File: config.mk
export PLATFORM = sky130hd
export DESIGN_NAME = paged_xlat
export DESIGN_NICKNAME = d
export VERILOG_FILES = /design/src/rtl/xlat_pkg.sv /design/src/rtl/xlat_perm.sv /design/src/rtl/xlat_tlb.sv /design/src/rtl/xlat_walker.sv /design/src/rtl/paged_xlat.sv
export SDC_FILE = /design/constraint.sdc
export NUM_CORES = 1
export LEC_CHECK = 0
export BUFFER_PORTS_ARGS = -buffer_cell sky130_fd_sc_hd__buf_2
export CAP_MARGIN = 30
export CORE_MARGIN = 3
export CORE_UTILIZATION = 55
export CTS_BUF_LIST = sky130_fd_sc_hd__clkbuf_16
export DETAILED_ROUTE_END_ITERATION = 12
export GPL_TIMING_DRIVEN = 0
export HOLD_SLACK_MARGIN = 0.12
export PLACE_DENSITY = 0.74
export SYNTH_ARGS = -nofsm -noshare
export SYNTH_HDL_FRONTEND = slang
export SYNTH_SLANG_ARGS = --single-unit
File: constraint.sdc
create_clock -name clk_i -period 5.2 [get_ports clk_i]
set_clock_uncertainty 0.2 [all_clocks]
set_input_delay 1.04 -clock clk_i [delete_from_list [all_inputs] [get_ports clk_i]]
set_output_delay 1.04 -clock clk_i [all_outputs]
set_load 0.05 [all_outputs]
File: src/rtl/xlat_pkg.sv
`timescale 1ns/1ps
package xlat_pkg;
  localparam int RIGHTS_W = 3;

  // bit order matches the entry layout: [2]=exec, [1]=write, [0]=read
  typedef struct packed {
    logic x;
    logic w;
    logic r;
  } rights_t;

  typedef enum logic [1:0] {
    W_IDLE  = 2'd0,
    W_ISSUE = 2'd1,
    W_WAIT  = 2'd2
  } walk_state_e;
endpackage

File: src/rtl/xlat_perm.sv
`timescale 1ns/1ps
module xlat_perm
  import xlat_pkg::*;
(
  input  logic [1:0]          op_i,
  input  logic                valid_i,
  input  logic [RIGHTS_W-1:0] rights_i,
  output logic                page_fault_o,
  output logic                prot_fault_o
);
  rights_t rts;
  logic    allowed;

  assign rts = rights_t'(rights_i);

  always_comb begin
    if (op_i[1])      allowed = rts.x;
    else if (op_i[0]) allowed = rts.w;
    else              allowed = rts.r;
  end

  assign page_fault_o = !valid_i;
  assign prot_fault_o = valid_i && !allowed;
endmodule

File: src/rtl/xlat_tlb.sv
`timescale 1ns/1ps
module xlat_tlb
  import xlat_pkg::*;
#(
  parameter int ENTRIES = 8,
  parameter int VPN_W   = 10,
  parameter int PPN_W   = 10
) (
  input  logic                clk_i,
  input  logic                rst_ni,
  input  logic                flush_i,
  input  logic [VPN_W-1:0]    lk_vpn_i,
  output logic                lk_hit_o,
  output logic [PPN_W-1:0]    lk_ppn_o,
  output logic [RIGHTS_W-1:0] lk_rights_o,
  input  logic                ins_i,
  input  logic [VPN_W-1:0]    ins_vpn_i,
  input  logic [PPN_W-1:0]    ins_ppn_i,
  input  logic [RIGHTS_W-1:0] ins_rights_i
);
  localparam int IDX_W = (ENTRIES > 1) ? $clog2(ENTRIES) : 1;
  localparam logic [IDX_W-1:0] LAST = IDX_W'(ENTRIES - 1);

  logic [ENTRIES-1:0]  used_q;
  logic [ENTRIES-1:0]  hit_vec;
  logic [VPN_W-1:0]    tag_q    [ENTRIES];
  logic [PPN_W-1:0]    ppn_q    [ENTRIES];
  logic [RIGHTS_W-1:0] rights_q [ENTRIES];
  logic [IDX_W-1:0]    victim_q;

  for (genvar g = 0; g < ENTRIES; g++) begin : g_cmp
    assign hit_vec[g] = used_q[g] && (tag_q[g] == lk_vpn_i);
  end

  assign lk_hit_o = |hit_vec;

  always_comb begin
    lk_ppn_o    = '0;
    lk_rights_o = '0;
    for (int i = 0; i < ENTRIES; i++) begin
      if (hit_vec[i]) begin
        lk_ppn_o    = ppn_q[i];
        lk_rights_o = rights_q[i];
      end
    end
  end

  always_ff @(posedge clk_i or negedge rst_ni) begin
    if (!rst_ni) begin
      used_q   <= '0;
      victim_q <= '0;
      for (int i = 0; i < ENTRIES; i++) begin
        tag_q[i]    <= '0;
        ppn_q[i]    <= '0;
        rights_q[i] <= '0;
      end
    end else if (flush_i) begin
      used_q   <= '0;
      victim_q <= '0;
    end else if (ins_i) begin
      used_q[victim_q]   <= 1'b1;
      tag_q[victim_q]    <= ins_vpn_i;
      ppn_q[victim_q]    <= ins_ppn_i;
      rights_q[victim_q] <= ins_rights_i;
      victim_q           <= (victim_q == LAST) ? '0 : victim_q + 1'b1;
    end
  end

  assert_single_match_R9: assert property (@(posedge clk_i) disable iff (!rst_ni)
    $onehot0(hit_vec));

  assert_flush_empties_R8: assert property (@(posedge clk_i) disable iff (!rst_ni)
    flush_i |=> !lk_hit_o);
endmodule

File: src/rtl/xlat_walker.sv
`timescale 1ns/1ps
module xlat_walker
  import xlat_pkg::*;
#(
  parameter int PA_W  = 20,
  parameter int VPN_W = 10,
  parameter int PPN_W = 10,
  parameter int PTE_W = 16
) (
  input  logic                clk_i,
  input  logic                rst_ni,
  input  logic                start_i,
  input  logic [VPN_W-1:0]    vpn_i,
  input  logic [PA_W-1:0]     base_i,
  input  logic                base_we_i,
  output logic                idle_o,
  output logic                mem_req_o,
  output logic [PA_W-1:0]     mem_addr_o,
  input  logic                mem_rvalid_i,
  input  logic [PTE_W-1:0]    mem_rdata_i,
  output logic                done_o,
  output logic                done_fresh_o,
  output logic                pte_valid_o,
  output logic [RIGHTS_W-1:0] pte_rights_o,
  output logic [PPN_W-1:0]    pte_ppn_o
);
  localparam int ENT_SHIFT = $clog2(PTE_W / 8);
  localparam int V_BIT     = PTE_W - 1;
  localparam int R_TOP     = PTE_W - 2;

  walk_state_e state_q;
  logic        stale_q;

  assign idle_o     = (state_q == W_IDLE);
  assign mem_req_o  = (state_q == W_ISSUE);
  assign mem_addr_o = base_i + (PA_W'(vpn_i) << ENT_SHIFT);
  assign done_o     = (state_q == W_WAIT) && mem_rvalid_i;
  assign done_fresh_o = !stale_q;

  assign pte_valid_o  = mem_rdata_i[V_BIT];
  assign pte_rights_o = mem_rdata_i[R_TOP -: RIGHTS_W];
  assign pte_ppn_o    = mem_rdata_i[PPN_W-1:0];

  // reserved entry bits carry no meaning
  if (R_TOP - RIGHTS_W >= PPN_W) begin : g_rsvd
    logic unused_rsvd;
    assign unused_rsvd = ^mem_rdata_i[R_TOP-RIGHTS_W:PPN_W];
  end

  always_ff @(posedge clk_i or negedge rst_ni) begin
    if (!rst_ni) begin
      state_q <= W_IDLE;
      stale_q <= 1'b0;
    end else begin
      unique case (state_q)
        W_IDLE: if (start_i) begin
          state_q <= W_ISSUE;
          stale_q <= 1'b0;
        end
        W_ISSUE: begin
          state_q <= W_WAIT;
          if (base_we_i) stale_q <= 1'b1;
        end
        W_WAIT: begin
          if (mem_rvalid_i) state_q <= W_IDLE;
          if (base_we_i)    stale_q <= 1'b1;
        end
        default: state_q <= W_IDLE;
      endcase
    end
  end

  assert_one_read_R2: assert property (@(posedge clk_i) disable iff (!rst_ni)
    mem_req_o |=> !mem_req_o);

  assert_start_only_idle_R10: assert property (@(posedge clk_i) disable iff (!rst_ni)
    start_i |-> idle_o);
endmodule

File: src/rtl/paged_xlat.sv
`timescale 1ns/1ps
module paged_xlat
  import xlat_pkg::*;
#(
  parameter int VA_W        = 20,
  parameter int PA_W        = 20,
  parameter int OFF_W       = 10,
  parameter int PTE_W       = 16,
  parameter int TLB_ENTRIES = 8
) (
  input  logic             clk_i,
  input  logic             rst_ni,
  input  logic             base_we_i,
  input  logic [PA_W-1:0]  base_i,
  input  logic             req_valid_i,
  output logic             req_ready_o,
  input  logic [VA_W-1:0]  req_vaddr_i,
  input  logic [1:0]       req_op_i,
  output logic             rsp_valid_o,
  output logic [PA_W-1:0]  rsp_paddr_o,
  output logic             rsp_page_fault_o,
  output logic             rsp_prot_fault_o,
  output logic             mem_req_o,
  output logic [PA_W-1:0]  mem_addr_o,
  input  logic             mem_rvalid_i,
  input  logic [PTE_W-1:0] mem_rdata_i
);
  localparam int VPN_W = VA_W - OFF_W;
  localparam int PPN_W = PA_W - OFF_W;

  logic [PA_W-1:0]     base_q;
  logic [VPN_W-1:0]    vpn_q;
  logic [OFF_W-1:0]    off_q;
  logic [1:0]          op_q;

  logic                walk_idle, walk_done, walk_fresh;
  logic                pte_valid;
  logic [RIGHTS_W-1:0] pte_rights;
  logic [PPN_W-1:0]    pte_ppn;

  logic                lk_hit;
  logic [PPN_W-1:0]    lk_ppn;
  logic [RIGHTS_W-1:0] lk_rights;

  logic                hit_pf, hit_prf, walk_pf, walk_prf;
  logic                accept, hit_acc, miss_acc, install;

  // no acceptance while the base changes: the lookup would see stale entries
  assign req_ready_o = walk_idle && !base_we_i;
  assign accept      = req_valid_i && req_ready_o;
  assign hit_acc     = accept && lk_hit;
  assign miss_acc    = accept && !lk_hit;
  assign install     = walk_done && pte_valid && walk_fresh;

  always_ff @(posedge clk_i or negedge rst_ni) begin
    if (!rst_ni) base_q <= '0;
    else if (base_we_i) base_q <= base_i;
  end

  always_ff @(posedge clk_i or negedge rst_ni) begin
    if (!rst_ni) begin
      vpn_q <= '0;
      off_q <= '0;
      op_q  <= '0;
    end else if (miss_acc) begin
      vpn_q <= req_vaddr_i[VA_W-1:OFF_W];
      off_q <= req_vaddr_i[OFF_W-1:0];
      op_q  <= req_op_i;
    end
  end

  xlat_tlb #(
    .ENTRIES (TLB_ENTRIES),
    .VPN_W   (VPN_W),
    .PPN_W   (PPN_W)
  ) u_tlb (
    .clk_i        (clk_i),
    .rst_ni       (rst_ni),
    .flush_i      (base_we_i),
    .lk_vpn_i     (req_vaddr_i[VA_W-1:OFF_W]),
    .lk_hit_o     (lk_hit),
    .lk_ppn_o     (lk_ppn),
    .lk_rights_o  (lk_rights),
    .ins_i        (install),
    .ins_vpn_i    (vpn_q),
    .ins_ppn_i    (pte_ppn),
    .ins_rights_i (pte_rights)
  );

  xlat_walker #(
    .PA_W  (PA_W),
    .VPN_W (VPN_W),
    .PPN_W (PPN_W),
    .PTE_W (PTE_W)
  ) u_walker (
    .clk_i        (clk_i),
    .rst_ni       (rst_ni),
    .start_i      (miss_acc),
    .vpn_i        (vpn_q),
    .base_i       (base_q),
    .base_we_i    (base_we_i),
    .idle_o       (walk_idle),
    .mem_req_o    (mem_req_o),
    .mem_addr_o   (mem_addr_o),
    .mem_rvalid_i (mem_rvalid_i),
    .mem_rdata_i  (mem_rdata_i),
    .done_o       (walk_done),
    .done_fresh_o (walk_fresh),
    .pte_valid_o  (pte_valid),
    .pte_rights_o (pte_rights),
    .pte_ppn_o    (pte_ppn)
  );

  xlat_perm u_perm_hit (
    .op_i         (req_op_i),
    .valid_i      (1'b1),
    .rights_i     (lk_rights),
    .page_fault_o (hit_pf),
    .prot_fault_o (hit_prf)
  );

  xlat_perm u_perm_walk (
    .op_i         (op_q),
    .valid_i      (pte_valid),
    .rights_i     (pte_rights),
    .page_fault_o (walk_pf),
    .prot_fault_o (walk_prf)
  );

  always_ff @(posedge clk_i or negedge rst_ni) begin
    if (!rst_ni) begin
      rsp_valid_o      <= 1'b0;
      rsp_paddr_o      <= '0;
      rsp_page_fault_o <= 1'b0;
      rsp_prot_fault_o <= 1'b0;
    end else if (hit_acc) begin
      rsp_valid_o      <= 1'b1;
      rsp_paddr_o      <= (hit_pf || hit_prf) ? '0 : {lk_ppn, req_vaddr_i[OFF_W-1:0]};
      rsp_page_fault_o <= hit_pf;
      rsp_prot_fault_o <= hit_prf;
    end else if (walk_done) begin
      rsp_valid_o      <= 1'b1;
      rsp_paddr_o      <= (walk_pf || walk_prf) ? '0 : {pte_ppn, off_q};
      rsp_page_fault_o <= walk_pf;
      rsp_prot_fault_o <= walk_prf;
    end else begin
      rsp_valid_o      <= 1'b0;
      rsp_page_fault_o <= 1'b0;
      rsp_prot_fault_o <= 1'b0;
    end
  end

  assert_hit_next_cycle_R4: assert property (@(posedge clk_i) disable iff (!rst_ni)
    hit_acc |=> rsp_valid_o && !mem_req_o);

  assert_miss_blocks_R10: assert property (@(posedge clk_i) disable iff (!rst_ni)
    miss_acc |=> !req_ready_o);

  assert_fault_zero_addr_R5: assert property (@(posedge clk_i) disable iff (!rst_ni)
    (rsp_page_fault_o || rsp_prot_fault_o) |-> (rsp_valid_o && rsp_paddr_o == '0));

  assert_fault_exclusive_R6: assert property (@(posedge clk_i) disable iff (!rst_ni)
    !(rsp_page_fault_o && rsp_prot_fault_o));
endmodule

# ---- Word-level counts from Yosys, hierarchy flattened
# Cells that the tools add are included.
dict set report word_totals {
  register_bits 263
  inputBits 63
  word_cells 143
}
dict set report op_classes {
  n_reduce_logical 34
  order_cmp 4
  mux 50
  bitwise 3
  add_sub_neg 2
  eq_ne 14
}
# op n
set op_table {}
lappend op_table {{$bwmux W80} 2}
lappend op_table {{$mux W10} 9}
lappend op_table {{$eq A10 B10 Y1} 8}
lappend op_table {{$mux W20} 4}
lappend op_table {{$mux W3} 12}
lappend op_table {{$demux W10 S3} 1}
lappend op_table {{$bwmux W24} 1}
lappend op_table {{$add A20 B11 Y20} 1}
lappend op_table {{$logic_and A1 B1 Y1} 18}
lappend op_table {{$mux W8} 2}
lappend op_table {{$mux W1} 13}
lappend op_table {{$demux W3 S3} 1}
lappend op_table {{$or A8 B8 Y8} 1}
lappend op_table {{$reduce_or A8 Y1} 1}
lappend op_table {{$logic_not A1 Y1} 6}
lappend op_table {{$pmux W2 S3} 1}
lappend op_table {{$reduce_bool A2 Y1} 3}
lappend op_table {{$ge A4 B4 Y1 const B} 1}
lappend op_table {{$lt A3 B4 Y1 const B} 1}
lappend op_table {{$lt A4 B1 Y1 const B} 1}
lappend op_table {{$mux W2} 2}
lappend op_table {{$ne A2 B1 Y1 const B} 2}
lappend op_table {{$not A3 Y4} 1}
lappend op_table {{$reduce_and A2 Y1} 2}
lappend op_table {{other kinds (13)} 13}

# ---- Longest topological paths before layout
# Gate-level depths: netlist (run 1).
dict set report logic_depth {
  depth_word 14
  depth_mapped 11
}

# ---- Cells and area by module
# A second synthesis (run 1) with hierarchy kept.
dict set report unflattened {
  hier_cells 1151
  hier_area_um2 13158.9
}
# mod n_inst cells_per_inst area_each_um2
set by_module_without_submodules {}
lappend by_module_without_submodules {xlat_tlb 1 779 9291.4}
lappend by_module_without_submodules {paged_xlat 1 216 2706.3}
lappend by_module_without_submodules {xlat_walker 1 148 1083.5}
lappend by_module_without_submodules {xlat_perm 2 4 38.8}

# ---- Worst setup path before layout (run 1)
# Ideal clock, no wire load.
dict set report synth_path {
  path_kind {reg2out}
  startpoint {register vpn_q[0]}
  endpoint {output mem_addr_o[15]}
  t_required_ns 3.960
  n_path_buf 0
  path_stages_with_launch 12
  arrival_time_ns 2.895
  path_slack_ns 1.065
  cell_sequence {dfrtp_1 -> ha_1 -> inv_1 -> fa_1 -> nor2b_1 -> o21ai_0 -> a21boi_0 -> o21ai_0 -> a21oi_1 -> o21bai_1 -> a21oi_1 -> xor2_1}
}
dict set report synth_between {
  elab_chain_cells 1
}
# item line_no
set synth_rtl {}
lappend synth_rtl {{from (decl)} paged_xlat.sv:32} ;# logic [VPN_W-1:0] vpn_q;
lappend synth_rtl {{from (signal assigned)} paged_xlat.sv:66} ;# vpn_q <= req_vaddr_i[VA_W-1:OFF_W];
lappend synth_rtl {{$add A20 B11 Y20} xlat_walker.sv:36} ;# assign mem_addr_o = base_i + (PA_W'(vpn_i) << ENT_SHIFT);
lappend synth_rtl {{to (decl)} paged_xlat.sv:24} ;# output logic [PA_W-1:0] mem_addr_o,
# Every way passes these cells.

# ---- Final worst setup path (run 1)
dict set report layout_path {
  startpoint {register vpn_q[2]}
  endpoint {output mem_addr_o[11]}
}
# Same word-level chain as after synthesis.

==> results.md, run 1 <==
- The flow ran to the end, and the final reports show no timing, DRC or antenna violations.
- The switching share of total power is 37.4%.
- The synthesized netlist cell count is 1085.
- The floorplan has 55 rows.
- The final core utilization is between 60% and 70%.
- In this run the standard cell core region covers roughly 0.023 mm2.
- In this run, synthesis inferred 0 flip-flops with an integrated enable.
- For the worst-skew pair, the clock arrives at the later sink with an insertion delay of approximately 530 ps.
- The cell type contributing the most total cell area after synthesis is sky130_fd_sc_hd__dfrtp_1.
- The die width is roughly 160 um.
- The total global routing track utilization is 24.9%.
- Headroom to the max-slew limit came out at 39.3%.
- Using the TritonRoute via totals, the vias-per-cell ratio works out to between 5 and 6.
- The synthesized net count is 1165.
- In this run, synthesis produced a sequential element count of around 260.
- Timing analysis after detailed placement gives a worst setup slack of roughly 800 ps.
- The total leakage power is 0.00708 uW.
- The I/O pin count is roughly 110.
- The wire length per cell is 20.4 um.
- In the post-route analysis, the smallest setup slack over all paths is roughly 280 ps.
- The final hold slack is 137 ps.
- CTS built an H-tree with a depth of 1.
- The remaining global-route overflow is 0.
- The maximum resistive drop on vdd is 436 uV.
- The length of the first detailed-routing pass in iterations is 5.
- The TritonCTS sink count is 263.
- Entering global routing, the biggest net connects about 130 pins.
- The DRC marker count from the first detailed-route iteration is 816.
- Counting the fill cells in the layout gives 1798.
- Routability-driven placement finished with a final weighted congestion of 0.827.
- The TritonCTS clock tree is yes.
- The worst setup path category is reg -> out.
- The capturing element type of the critical path is an output port.
- In the synthesized netlist the async set-or-reset flop fraction comes to 100%.
- The DRC violations left is 0.
- The initial antenna violation count was 0.
- The count of different cell masters after synthesis is 65.
- The combinational group share of total power is 29.4%.
- The clock period could shrink to 4920 ps.
- The share of power burned in the clock network is roughly 28%.
- The cell area power density is 425 mW/mm2.
- The internal cell power is 3890 uW.
- The die covers 0.0253 mm2.
- The sum of routed wire length over all layers is 31.4 mm.
- The layout cell share with drive strength beyond 1 is 32.8%.
- The share of total power in sequential cells is between 40% and 50%.
- The ratio of final minimum period to clock period is 94.7%.
- The number of hold violations in the final report is 0.
- The number of global-route vias before repair is a little over 9000.
- The HPWL after detailed placement is 21.9 mm.
- The cell area after technology mapping is 0.0129 mm2.
- A synthesized cell averages 11.9 um2.
- The arrival time of data at the critical path endpoint is 3680 ps.
- For this run, the top clock speed supported by timing is just over 200 MHz.
- The tree is rooted in a sky130_fd_sc_hd__clkbuf_16.
- The analysis attributes to net switching a power of 2330 uW.
- The number of input and output port buffers inserted is 94.
- The library cell used most frequently in the layout, excluding fill and tap cells, is sky130_fd_sc_hd__dfrtp_1.
- The routed layout has 9038 vias.
- The initial core utilization is 56.4%.
- The first global-routing pass estimated between 50 and 60 mm of wire.
- The worst setup path is launched from a flop.
- The required arrival time at the worst endpoint is 3960 ps.
- The most frequently used flop master after synthesis is sky130_fd_sc_hd__dfrtp_1.
- The number of setup violations in the final report is 0.
- The number of maximum-capacitance constraint violations is 0.
- The die is 159 um tall.
- The area share of the leading cell type in the synthesized netlist is 51.1%.
- The longest clock path from root to sink contains 3 buffers.
- TritonCTS created 28 clock buffers.
- From synthesis to final layout, the design area changed by 13.5%.
- The register clock-pin slew on the reported worst setup and hold paths is 60 ps.
- Setup repair after global routing left no endpoint under its margin.
- The Yosys step of the flow raised 0 warnings.
- After clock tree synthesis, the flow added hold-fix buffers numbering 0.
- In the final timing run, aggregate negative setup slack is 0 ps.
- The count of nets left with antenna violations after detail routing is 0.
- The top cell types in the final layout, fill and taps aside, are sky130_fd_sc_hd__dfrtp_1, sky130_fd_sc_hd__mux2_2, sky130_fd_sc_hd__buf_2, sky130_fd_sc_hd__xnor2_1, sky130_fd_sc_hd__nand2_1.
- The number of inserted diodes is 0.
- The area of combinational cells with multiple inputs is 0.00585 mm2.
- In this run the worst hold path is classified as in -> async.
- The setup slack of the worst register-to-register path is 1690 ps.
- Of all nets on the critical path, the largest fanout is 10.
- The area taken by flip-flops and latches is 0.00658 mm2.
- Sequential cells were found to cover 51.1% of the synthesized design area.
- The final count of pins violating max slew was 0.
- For the pin with the worst max-slew slack, the measured transition is 903 ps.
- At the end of the flow, the number of nets in the layout was 1291.
- By area the synthesized netlist is led by sky130_fd_sc_hd__dfrtp_1, sky130_fd_sc_hd__mux2_2, sky130_fd_sc_hd__xnor2_1.
## worst paths after layout
| kind | start | to | depth (start not counted) |
|---|---|---|---|
| setup / recovery | vpn_q[2] | mem_addr_o[11] | 10 |
| hold / removal | rst_ni | base_q[0] | 1 |
| setup reg to reg | u_walker.state_q[0] | u_tlb.ppn_q[18] | 10 |
| hold reg to reg | u_tlb.used_q[5] | u_tlb.used_q[5] | 1 |
| max in group asynchronous | rst_ni | u_tlb.ppn_q[26] | 2 |
| min in group clk_i | u_tlb.used_q[5] | u_tlb.used_q[5] | 1 |
## sequential cells by signal, indices dropped and copies added, names as in the netlist
signal            cells
rsp_prot_fault_o      1
u_tlb.ppn_q          80
u_walker.stale_q      1
base_q               20
rsp_valid_o           1
vpn_q                10
u_walker.state_q      2
u_tlb.victim_q        3
rsp_page_fault_o      1
u_tlb.used_q          8
rsp_paddr_o          20
off_q                10
u_tlb.rights_q       24
u_tlb.tag_q          80
op_q                  2
## cells in the mapped netlist (13+ instances only)
library cell / n
sky130_fd_sc_hd__nand2_1: 56
sky130_fd_sc_hd__o21ai_0: 18
sky130_fd_sc_hd__a21oi_1: 39
sky130_fd_sc_hd__ha_1: 16
sky130_fd_sc_hd__buf_2: 28
sky130_fd_sc_hd__xnor2_1: 79
sky130_fd_sc_hd__clkbuf_1: 24
sky130_fd_sc_hd__nor2_1: 54
sky130_fd_sc_hd__inv_1: 33
sky130_fd_sc_hd__dfrtp_1: 263
sky130_fd_sc_hd__xor2_1: 13
sky130_fd_sc_hd__nor3_1: 17
sky130_fd_sc_hd__nand3_1: 24
sky130_fd_sc_hd__mux2_2: 219
sky130_fd_sc_hd__o22ai_1: 26
sky130_fd_sc_hd__nand4_1: 23
## power by group through the flow
stage	clock network, uW	logic [uW]	registers (uW)
finish	1770	1830	2620
global route	1890	1960	2650
CTS	1800	1840	2610
detailed placement	0	1830	2640
global placement	0	1790	2630
floorplan	0	1120	2800
## logic make-up after synthesis
logic type | count (synthesis) | share of synthesized area [%]
buf+inv | 97 | 3.54
simple gates | 238 | 9.62
fa+ha+maj | 17 | 1.71
xor+xnor | 93 | 6.38
mux | 223 | 19.4
flops | 263 | 51.1
compound gates | 154 | 8.24
## cell type report
cell class / count / area share, %
Clock inverter: 20 / 0.556
Clock buffer: 29 / 4.96
Tap cell: 313 / 2.68
Inverter: 33 / 0.847
Multi-Input combinational cell: 725 / 40.0
Sequential cell: 263 / 45.0
Buffer: 64 / 2.28
Timing Repair Buffer: 96 / 3.66
## per-stage QoR
step / total power (uW) / instance area [um2] / std cells
floorplan: 3920 / 12900 / 1085
global placement: 4420 / 13800 / 1492
detailed placement: 4470 / 13800 / 1494
CTS: 6240 / 14600 / 1543
global route: 6490 / 14600 / 1543
finish: 6220 / 14600 / 1543
## layer usage
layer / GRT usage, % / wire (um)
met5: 0 / 0
met2: 40.2 / 14700
met4: 6.49 / 707
met3: 3.28 / 1650
met1: 36.0 / 14400
## repair_timing
item / in CTS / in global routing
setup buffers: 0 / 0
setup endpoints to repair: 0 / 4
gates resized for setup: 0 / 1
## critical path: stages (launching register included)
cell and delay, ps:
sky130_fd_sc_hd__dfrtp_1 660, sky130_fd_sc_hd__ha_1 370, sky130_fd_sc_hd__nor2b_1 150, sky130_fd_sc_hd__o21ai_0 210, sky130_fd_sc_hd__a21boi_0 150, sky130_fd_sc_hd__o21ai_0 230, sky130_fd_sc_hd__a21oi_1 150, sky130_fd_sc_hd__o21a_1 230
sky130_fd_sc_hd__or4b_2 620, sky130_fd_sc_hd__nand3_1 130, sky130_fd_sc_hd__buf_2 270
(Power assumes the default switching activity.)
==> inputs of run 2 (changes only) <==
- CORE_UTILIZATION: 55 -> 35
- PLACE_DENSITY: 0.74 -> not set
- RECOVER_POWER: not set -> 100
- TNS_END_PERCENT: not set -> 1
==> results.md, run 2 (synthesis results as in run 1) <==
- The run finished, with violations left.
- The final reports fail on capacitance limit, slew limit.
- For this configuration, the core starts out at a cell density of between 30 and 40%.
- The site row count is 69.
- Before antenna repair, the detailed router went through 5 iterations.
- The classification of the worst-slack hold path is reg -> reg.
- At the later pin of the worst-skew pair, clock insertion delay measures between 500 and 600 ps.
- After detailed routing, no signal wire sits above met4.
- The initial antenna violation count is 0.
- The cell area power density is 435 mW/mm2.
- The vias per cell is ~5.3.
- The register clock-pin slew on the reported worst setup and hold paths is 60 ps.
- The total global routing track utilization is 17.8%.
- The clock root buffer is sky130_fd_sc_hd__clkbuf_16.
- After legalization and detailed placement, the total HPWL measured 24.0 mm.
- The die footprint is 0.0392 mm2.
- Leaving out filler cells and counting taps, the final layout contains 1694.
- In the final layout, the registers with the most flip-flops are u_tlb.ppn_q x80, u_tlb.tag_q x80, u_tlb.rights_q x24.
- The detailed route wirelength on metal2 is between 15 and 20 mm.
- The final layout contains routed wiring with a total length of 34.6 mm.
- Prior to clock tree synthesis, the placed netlist has a worst setup slack of 558 ps.
- The area added between synthesis and finish is 15.1%.
- Along the worst path, the maximum fanout reaches 10.
- In this run the horizontal extent of the chip is 198 um.
- The TritonCTS buffer count is 28.
- The total area inside the core boundary comes to 0.0359 mm2.
- The required arrival time at the worst endpoint is around 4000 ps.
- The worst path meets setup with 286 ps of slack.
- TritonCTS built the clock tree.
- In the detailed route, the total length drawn on met3 is approximately 1.6 mm.
- Entering global routing, the biggest net connects 114 pins.
- The last weighted congestion value of the routability-driven placer is between 0.7 and 0.8.
- The worst-case headroom to the max-slew limit is -146%.
- In the routed design, unresolved DRC markers number 0.
- In this run the count of I/O pins placed on the die edge is 108.
- The number of nets in the final layout is roughly 1300.
- The via total after detailed routing is 8937.
- The worst path in the final design needs a cycle of 4910 ps, including I/O delays and setup.
- The most common cell after layout, fill and taps aside is sky130_fd_sc_hd__dfrtp_1.
- The layout cell share with drive strength beyond 1 is between 20% and 30%.
- The number of hold violations in the final report is 0.
- The number of setup violations in the final report is 0.
- The placement-stage cell area is 0.0140 mm2.
- For this design the static power due to leakage is 0.00691 uW.
- The signal on the critical path passes through ha_1 -> inv_1 -> fa_1 -> nor2b_1 -> o21ai_0 -> a21boi_1 -> o21ai_0 -> a21oi_1 -> o21a_1 -> or4b_2 -> nand3_1 -> buf_2.
- In the layout the commonest cells are sky130_fd_sc_hd__dfrtp_1, sky130_fd_sc_hd__mux2_2, sky130_fd_sc_hd__clkbuf_1, sky130_fd_sc_hd__xnor2_1, sky130_fd_sc_hd__buf_2.
- After clock tree synthesis, the flow added hold-fix buffers numbering 0.
- Setup repair after global routing left no endpoint under its margin.
- The count of placed standard cells including taps is 1642.
- Once detail routing completed, the nets flagged for antenna violations numbered 0.
- In this run the deepest clock path goes through 3 buffers.
- For this run, the slowest stage of the critical path takes 620 ps.
- Across the run, the number of max-cap violations was 1.
- For this block, the initial DRC count from the detailed router was about 460.
- In this run the tool buffered the top-level ports with 94 buffer cells.
- The kind of start point of the critical path is a flop.
- The total of cells resized after clock tree synthesis is 1.
- For this design, the slowest cell found on the critical path is sky130_fd_sc_hd__or4b_2.
- The cell occurring most often along the worst timing path is sky130_fd_sc_hd__o21ai_0.
- The setup slack of the worst register-to-register path is 1300 ps.
- The number of global-route vias before repair is ~9000.
- The first-pass GRT wire length is 54.4 mm.
- The worst setup path is captured at an output port.
- The transition time at the pin with the least slew margin is 3690 ps.
- The number of inserted diodes is 0.
- The total power is 6450 uW.
- The final count of pins violating max slew is 64.
- The finished cells cover 0.0148 mm2.
- The ratio of final minimum period to clock period is 94.5%.
- The final hold slack is 281 ps.
- The wire length on met1 is around 16 mm.
- Across the VDD grid, the largest voltage drop is between 400 and 500 uV.
- For this run the aggregate overflow at the end of global routing stands at 0.
- In this run the number of H-tree levels came out at 1.
- Clock tree synthesis found a total of between 200 and 300 sinks.
- The wire length per cell is roughly 20 um.
- The upper clock frequency limit is 204 MHz.
- At the worst endpoint, the arrival time is 3670 ps.
- The worst setup path is of the reg -> out kind.
- The number of buffers inserted to repair setup after CTS is 0.
- The die extent in y is 198 um.
-- run 2: changes by cell type in the layout (fill, tap and decap cells not counted), sizes merged --
cell | before | now
buf | 135 | 72
clkinvlp | 1 | 0
clkinv | 11 | 17
bufinv | 0 | 4
clkbuf | 54 | 117
inv | 41 | 35
-- run 2: final timing paths --
kind                            cells after the start              end                start
worst min-delay path                                1  u_tlb.used_q[4]      u_tlb.used_q[4]
worst max-delay path                               12   mem_addr_o[11]             vpn_q[0]
min in group asynchronous                           1         off_q[6]               rst_ni
worst min register to register                      1  u_tlb.used_q[4]      u_tlb.used_q[4]
worst max register to register                     10   u_tlb.ppn_q[6]  u_walker.state_q[0]
max in group asynchronous                           1         vpn_q[2]               rst_ni
-- run 2: per-stage QoR --
step           util, %  TNS (ps)
6_report          41.3         0
5_1_grt           41.3         0
4_1_cts           41.6         0
3_5_place_dp      39.0         0
3_3_place_gp      38.8   -536270
2_1_floorplan        -         0
-- run 2: cell type report --
class / instances / area [um2]
multi-input combinational: 725 / 5840
tap: 461 / 577
clock inverter: 23 / 204
timing repair buffer: 96 / 480
inverter: 33 / 124
clock buffer: 29 / 726
buffer: 64 / 305
sequential: 263 / 6580
fill: 3490 / 21100
-- run 2: power by group --
group | total [uW] | switching, uW | leakage (uW) | internal (uW)
registers | 2620 | 306 | 0.00352 | 2310
logic | 1790 | 1250 | 0.00291 | 539
clock network | 2040 | 841 | 0.000475 | 1200
-- run 2: worst max-delay path: cells and delay by family (launching register included) --
| family | cells | cell delay, ps |
|---|---|---|
| AO/OA/AOI/OAI | 5 | 1050 |
| adder cells (fa/ha/maj) | 2 | 450 |
| AND/OR/NAND/NOR | 3 | 780 |
| flip-flops | 1 | 520 |
| buffers and inverters | 2 | 340 |
-- run 2: layer usage --
layer | track usage [%] | vias to the layer above
met3 | 3.11 | 51
met4 | 3.80 | 0
li1 | - | 4129
met5 | 0 | -
met2 | 28.7 | 187
met1 | 25.2 | 4570
